<file path="src/rtl/keyed_watchdog_pkg.sv">
package keyed_watchdog_pkg;
   localparam logic [7:0] PASS_KEY = 8'h5A;
   localparam logic [7:0] ID_BYTE  = 8'h69;
   localparam int unsigned NUM_TAPS = 4;
   localparam int unsigned TAP_SEL_W = $clog2(NUM_TAPS);

   typedef struct packed {
      logic                 nmi_fall;
      logic                 nmi_on;
      logic                 src_b;
      logic                 restart;
      logic                 stop;
      logic                 interval;
      logic [TAP_SEL_W-1:0] tap;
   } ctl_t;
endpackage

</file>
<file path="src/rtl/wdt_ctl_reg.sv">
module wdt_ctl_reg
   import keyed_watchdog_pkg::*;
(
   input  logic        clk,
   input  logic        rst_n,
   input  logic        wr,
   input  logic [15:0] wdata,
   input  logic        sys_evt,
   output ctl_t        ctl,
   output logic        key_bad,
   output logic        restart_pulse
);
   logic key_ok;
   ctl_t ctl_nxt;

   assign key_ok        = wr && (wdata[15:8] == PASS_KEY);
   assign key_bad       = wr && (wdata[15:8] != PASS_KEY);
   assign restart_pulse = key_ok && wdata[4];

   always_comb begin
      ctl_nxt = ctl;
      if (sys_evt) begin
         ctl_nxt = '0;
      end else if (key_ok) begin
         ctl_nxt         = ctl_t'(wdata[7:0]);
         ctl_nxt.restart = 1'b0;
      end
   end

   always_ff @(posedge clk or negedge rst_n) begin
      if (!rst_n) ctl <= '0;
      else        ctl <= ctl_nxt;
   end
endmodule

</file>
<file path="src/rtl/wdt_tick_counter.sv">
module wdt_tick_counter
   import keyed_watchdog_pkg::*;
#(
   parameter int unsigned CNT_W = 16,
   parameter int unsigned TAP_POS [NUM_TAPS] = '{15, 13, 9, 6}
) (
   input  logic                 clk,
   input  logic                 rst_n,
   input  logic                 tick_a,
   input  logic                 tick_b,
   input  logic                 sel_b,
   input  logic                 stop,
   input  logic [TAP_SEL_W-1:0] tap,
   input  logic                 restart,
   input  logic                 flush,
   output logic                 expire
);
   logic [CNT_W-1:0] cnt;
   logic [CNT_W-1:0] lim [NUM_TAPS];
   logic             step;

   for (genvar i = 0; i < NUM_TAPS; i++) begin : g_tap
      if (TAP_POS[i] == 0 || TAP_POS[i] > CNT_W) begin : g_bad_tap
         $error("tap position out of counter range");
      end
      assign lim[i] = CNT_W'((64'd1 << TAP_POS[i]) - 64'd1);
   end

   assign step   = (sel_b ? tick_b : tick_a) && !stop;
   assign expire = step && (cnt == lim[tap]);

   always_ff @(posedge clk or negedge rst_n) begin
      if (!rst_n)                 cnt <= '0;
      else if (flush || restart)  cnt <= '0;
      else if (expire)            cnt <= '0;
      else if (step)              cnt <= cnt + 1'b1;
   end
endmodule

</file>
<file path="src/rtl/wdt_event_unit.sv">
module wdt_event_unit (
   input  logic clk,
   input  logic rst_n,
   input  logic expire,
   input  logic interval,
   input  logic key_bad,
   input  logic int_ack,
   output logic sys_evt,
   output logic rst_req,
   output logic wd_flag,
   output logic int_flag
);
   assign sys_evt = key_bad || (expire && !interval);

   always_ff @(posedge clk or negedge rst_n) begin
      if (!rst_n) begin
         rst_req  <= 1'b0;
         wd_flag  <= 1'b0;
         int_flag <= 1'b0;
      end else begin
         rst_req <= sys_evt;
         if (sys_evt) wd_flag <= 1'b1;
         if (expire && interval) int_flag <= 1'b1;
         else if (int_ack)       int_flag <= 1'b0;
      end
   end
endmodule

</file>
<file path="src/rtl/keyed_watchdog.sv">
module keyed_watchdog
   import keyed_watchdog_pkg::*;
#(
   parameter int unsigned CNT_W = 16,
   parameter int unsigned TAP_POS [NUM_TAPS] = '{15, 13, 9, 6}
) (
   input  logic        clk,
   input  logic        rst_n,
   input  logic        tick_a,
   input  logic        tick_b,
   input  logic        reg_wr,
   input  logic [15:0] reg_wdata,
   output logic [15:0] reg_rdata,
   input  logic        int_ack,
   output logic        rst_req,
   output logic        wd_flag,
   output logic        int_flag,
   output logic        nmi_enable,
   output logic        nmi_falling
);
   ctl_t ctl;
   logic key_bad, restart_pulse, sys_evt, expire;

   wdt_ctl_reg u_ctl (
      .clk(clk), .rst_n(rst_n), .wr(reg_wr), .wdata(reg_wdata),
      .sys_evt(sys_evt), .ctl(ctl), .key_bad(key_bad),
      .restart_pulse(restart_pulse)
   );

   wdt_tick_counter #(.CNT_W(CNT_W), .TAP_POS(TAP_POS)) u_cnt (
      .clk(clk), .rst_n(rst_n), .tick_a(tick_a), .tick_b(tick_b),
      .sel_b(ctl.src_b), .stop(ctl.stop), .tap(ctl.tap),
      .restart(restart_pulse), .flush(sys_evt), .expire(expire)
   );

   wdt_event_unit u_evt (
      .clk(clk), .rst_n(rst_n), .expire(expire), .interval(ctl.interval),
      .key_bad(key_bad), .int_ack(int_ack), .sys_evt(sys_evt),
      .rst_req(rst_req), .wd_flag(wd_flag), .int_flag(int_flag)
   );

   assign reg_rdata   = {ID_BYTE, ctl};
   assign nmi_enable  = ctl.nmi_on;
   assign nmi_falling = ctl.nmi_fall;
endmodule

</file>
<file path="config.mk">
export PLATFORM = sky130hd
export DESIGN_NAME = keyed_watchdog
export DESIGN_NICKNAME = d
export VERILOG_FILES = /design/src/rtl/keyed_watchdog_pkg.sv /design/src/rtl/wdt_ctl_reg.sv /design/src/rtl/wdt_tick_counter.sv /design/src/rtl/wdt_event_unit.sv /design/src/rtl/keyed_watchdog.sv
export SDC_FILE = /design/constraint.sdc
export NUM_CORES = 1
export LEC_CHECK = 0
export BUFFER_PORTS_ARGS = -buffer_cell sky130_fd_sc_hd__buf_4
export CAP_MARGIN = 20
export CORE_AREA = 2 2 58 60
export CTS_CLUSTER_DIAMETER = 40
export DETAILED_ROUTE_END_ITERATION = 10
export DIE_AREA = 0 0 60 62
export HOLD_SLACK_MARGIN = 0.06
export PLACE_DENSITY = 0.77
export SLEW_MARGIN = 5
export SYNTH_ARGS = -nofsm -noshare
export SYNTH_HDL_FRONTEND = slang
export SYNTH_SLANG_ARGS = --single-unit
</file>
<file path="constraint.sdc">
create_clock -name clk -period 2.6 [get_ports clk]
set_input_delay 0 -clock clk [delete_from_list [all_inputs] [get_ports clk]]
set_output_delay 0 -clock clk [all_outputs]
set_load 0.02 [all_outputs]
</file>
**After elaboration in Yosys (flattened, before gate mapping)**

Cells that the tools add are included.
W data, S select, Z words.

- Bits of input ports: 22
- Bits in registers: 27
- Output and inout bits: 21

- Muxes and demuxes: 11
- Magnitude comparators: 1
- Reductions and logical operators: 14
- Equality and inequality tests: 3
- Bitwise operators: 1
- Add/subtract/negate cells: 1

Operators with widths:

| cell | count |
|---|---|
| $mux W16 | 5 |
| $bmux W16 S2 | 1 |
| $add A16 B1 Y16 const B | 1 |
| $eq A16 B16 Y1 | 1 |
| $mux W8 | 2 |
| $eq A8 B7 Y1 const B | 1 |
| $ne A8 B7 Y1 const B | 1 |
| $logic_and A1 B1 Y1 | 7 |
| $reduce_bool A2 Y1 | 2 |
| $ge A3 B3 Y1 const B | 1 |
| $mux W1 | 3 |
| $not A2 Y3 | 1 |
| $reduce_bool A3 Y1 | 1 |
| $logic_not A1 Y1 | 2 |
| $logic_or A1 B1 Y1 | 2 |

**Longest topological paths before layout**

- Word-level depth: 10
- Gate-level depth with buffers: 7
- Depth with buffers taken out: 6

**Hierarchy**

Synthesis repeated with hierarchy kept, for this count alone.

- Cell total of the unflattened synthesis: 159
- Area total of the unflattened synthesis: 1589.0 um^2

By module, submodules not included:

| module | sequential area each (um^2) | cells each | instances | area an instance (um^2) |
|---|---|---|---|---|
| wdt_tick_counter | 400.4 | 101 | 1 | 988.4 |
| wdt_ctl_reg | 175.2 | 37 | 1 | 409.1 |
| wdt_event_unit | 75.1 | 9 | 1 | 108.9 |
| keyed_watchdog | 0.0 | 12 | 1 | 82.6 |

**Worst setup path after synthesis**

No wires, ideal clock.

- Kind: reg-to-reg
- Start point: register u_cnt.cnt[10]
- End point: register u_evt.wd_flag
- Path slack: 0.775 ns
- Setup time: 0.065 ns
- Cell stages (with the launch flop): 6
- Buffers on the path: 0
- Period minus slack after synthesis: 1.825 ns
- Required time: 2.535 ns
- Data arrival time: 1.760 ns
- Cells stage by stage: dfrtp_1 > or4_4 > nor4b_4 > o221ai_2 > nor3_4 > or3_1

- Longest elaborated chain between the ends: 4

Ends and longest elaborated chain:

| element | line | source |
|---|---|---|
| from (decl) | wdt_tick_counter.sv:18 | `logic [CNT_W-1:0] cnt;` |
| from (signal assigned) | wdt_tick_counter.sv:36 | `else if (step) cnt <= cnt + 1'b1;` |
| $eq A16 B16 Y1 | wdt_tick_counter.sv:30 | `assign expire = step && (cnt == lim[tap]);` |
| $logic_and A1 B1 Y1 | wdt_tick_counter.sv:30 |  |
| $logic_and A1 B1 Y1 | wdt_event_unit.sv:13 | `assign sys_evt = key_bad \|\| (expire && !interval);` |
| $logic_or A1 B1 Y1 | wdt_event_unit.sv:13 |  |
| to (signal assigned) | wdt_event_unit.sv:18 | `wd_flag <= 1'b0;` |
| to (signal assigned) | wdt_event_unit.sv:22 | `if (sys_evt) wd_flag <= 1'b1;` |
| to (decl) | wdt_event_unit.sv:10 | `output logic wd_flag,` |

Every way passes these cells.
A chain may end at the register's enable or synchronous reset.

**Worst setup path after layout**

- Start point: register u_cnt.cnt[10]
- End point: register, netlist name u_ctl.ctl[2]

- Longest elaborated chain between the ends: 5

Ends and longest elaborated chain:

| element | line |
|---|---|
| $eq A16 B16 Y1 (*) | wdt_tick_counter.sv:30 |
| $logic_and A1 B1 Y1 (*) | wdt_tick_counter.sv:30 |
| $logic_and A1 B1 Y1 (*) | wdt_event_unit.sv:13 |
| $logic_or A1 B1 Y1 (*) | wdt_event_unit.sv:13 |
| $mux W8 / $reduce_bool A2 Y1 (equally long branches) | - |

Mark *: on every way between the ends. The rest lies on a longest branch, timed or not.

==> qor.yml <==
outcome: "completed"
drt_first_pass_iters: 4
power_uw: 709.1
num_rows: 21
cts_buffers: 3
post_synth.cell_area_avg_um2: 9.021
portBuffers: 33
swShare_pct: 24.43
path_max_fanout: 8
via_per_inst: 4.980
cts_sinks: 26
dr_total_vias: 1255
holdPathStages: 4
multi_input_area_um2: 743.2
synth_edf_count: 0
ys.flop_type: "dfrtp_1"
synthMuxAreaShare_pct: 2.076
reg2reg_depth: 6
pwr-share-seq_pct: 58.2
grt_max_degree: 27
fill_cells: 280
netlist_instances: 167
wire_per_inst_um: 12.70
cts_buffer_depth: 2
internal_power_uw: 535.9
synth_top_area_share_pct: 43.19
grt_pass1_vias: 1105
reg2reg_slack_ps: 160
yosys-top-cells-area: "dfrtp_1 (43%), buf_4 (7.0%), nor2_1 (5.7%)"
antenna_found_initial: 0
relSlewSlack_pct: 52.63
synth_area_leader_cell: "dfrtp_1"
dieArea_um2: 3720
clk_pin_slew_ps: 140
worstMarginPinSlew_ps: 704.0
antenna_cells: 0
seq_area_um2: 650.6
htreeDepth: 1
combPwrFrac_pct: 12.0
root_buffer: "clkbuf_4"
max_cap_viol_count: 0
core_area_um2: 3179
synthAdderAreaFrac_pct: 0.8306
worst_r2r_endpoint: "u_ctl.ctl[2]"
fp.dieH_um: 62
cts_tree: "yes"
p_leak_nw: 0.8329
final_nets: 230
initial_core_util_pct: 47.38
ys_ff_latch: 26
hpwl_um: 2184
end_kind: "register"
final_common_cell: "buf_4"
hp-class: "input pin to register"
synthDistinctLibCells: 38
drive_gt1_share_pct: 21.36
insertion_delay_ps: 330
slowest_delay_ps: 570
power_frac_clock_pct: 29.8
power.density_nw_per_um2: 375.1
crit_arrival_ps: 2660
cp-start-kind: "register"
skew_ps: 3.595
cpMaxStageDelayCell: "dlygate4sd3_1"
drt_iter0_drc: 60
ir_worst_vdd_v: 0.0003869
cp_top_family: "simple AND/OR/NAND/NOR gates"
pin_count: 43
worstPathRequired_ps: 2830
worstSetupPathType: "register to register"
grt_first_pass_wirelength_um: 4940
ant_nets: 0
wirelength_um: 3200
switchingPower_uw: 173.2
globalplace.congestion: 0.7869
synth_top_family_by_area: "simple AND/OR/NAND/NOR gates"
area_delta_synth_final_pct: 25.50
timing.fmax_ghz: 0.4105
finalSetupTns_ps: 0
synthSimpleGateAreaFrac_pct: 28.32
setup_viol_count_final: 0
fin_crit_ps: 2436
yosys_warnings: 0
r2r_start: "u_cnt.cnt[10]"
path_cells: "or4_4, nor4b_4, o221ai_2, o21ai_1, a22oi_1, dlygate4sd3_1"
synthArstFlopShare_pct: 100.0
rsz0062_at_grt: "false"
place_area_um2: 1714
final_max_slew_viol_count: 0
yosysSeqAreaShare_pct: 43.19
hp-start: "reg_wr"
hold_viol_final: 0
drc_errors: 0
synth_compound_area_share_pct: 10.05
postLayoutCellArea_um2: 1891
hold_end: "u_ctl.ctl[3]"
track_usage_pct: 17.83
yosys.area_share.xor_xnor_pct: 5.814
final_cell_mix: "buf_4 (33), dfrtp_1 (26), nor2_1 (23)"
min_period_over_period_pct: 93.70
crit_buf_inv: 1
overflow: 0
dieWidth_um: 60
netlist_area_um2: 1506
metrics by stage:
step           hold WS [ps]  utilization [%]  std cells  worst slack (ps)
3_5_place_dp         -73.16            53.92        234             564.1
2_1_floorplan        -295.6                -        174             775.1
6_report              60.80            59.46        252             163.7
3_3_place_gp         -76.40            53.92        234             633.3
4_1_cts               65.03            59.46        252             165.7
5_1_grt               74.03            59.46        252             46.87
layout make-up:
type / count / area share, %
sequential: 26 / 34.41
inverter: 4 / 0.7942
multi-input combinational: 125 / 39.31
tap: 46 / 3.044
timing repair buffer: 47 / 20.52
clock buffer: 4 / 1.919
power by group through the flow:
stage | clock network (mW) | registers, mW | logic [mW]
floorplan | 0 | 0.421 | 0.0440
global placement | 0 | 0.420 | 0.0719
detailed placement | 0 | 0.420 | 0.0725
CTS | 0.217 | 0.413 | 0.0850
global route | 0.235 | 0.413 | 0.0936
finish | 0.211 | 0.413 | 0.0851
tightest hold or removal path: cells and delay by family:
family	cells	cell delay (ps)
compound gates	1	120
buf+inv	1	140
simple gates	2	100
cell families after synthesis:
family,count (synthesis)
and+or+nand+nor,78
DFF,26
AOI/OAI and AO/OA,24
buffers and inverters,23
xor gates and xnor gates,10
muxes,3
other,2
adders and majority gates,1
flip-flops by register name (all words and copies together), names as in the netlist:
register / flops
u_cnt.cnt: 16
u_evt.wd_flag: 1
u_ctl.ctl: 7
u_evt.rst_req: 1
u_evt.int_flag: 1
routing by layer:
metal	routed length, µm	global-route usage, %	vias to the layer above
met2	1627	26.71	23
met3	98	3.727	7
met5	0	0	-
li1	-	-	628
met1	1413	25.30	597
met4	60	7.302	0
Yosys cell counts, types with 4 or more instances:
library cell,count
inv_1,4
nor2b_1,7
or3_1,4
xnor2_1,6
nand3_1,5
nor2_1,23
xor2_1,4
a21oi_1,13
nor3_1,6
dfrtp_1,26
clkbuf_1,5
buf_4,14
nand2_1,16
worst max-delay path by stage:
stage | slack (ps) | end | cells past startpoint | startpoint
2_1_floorplan | 780 | u_evt.wd_flag | 5 | u_cnt.cnt[10]
3_3_place_gp | 630 | u_ctl.ctl[1] | 5 | u_cnt.cnt[10]
3_5_place_dp | 560 | u_ctl.ctl[5] | 5 | u_cnt.cnt[10]
4_1_cts | 170 | u_ctl.ctl[2] | 6 | u_cnt.cnt[10]
5_1_grt | 50 | u_ctl.ctl[2] | 6 | u_cnt.cnt[10]
6_report | 160 | u_ctl.ctl[2] | 6 | u_cnt.cnt[10]
repair_timing:
item	4_1_cts	5_1_grt
endpoints found under the setup margin	0	0
endpoints found under the hold margin	34	0
buffers inserted	0	0
hold buffers	14	0
resized for setup	0	0
Note: power is estimated with default switching activity, not from simulation.
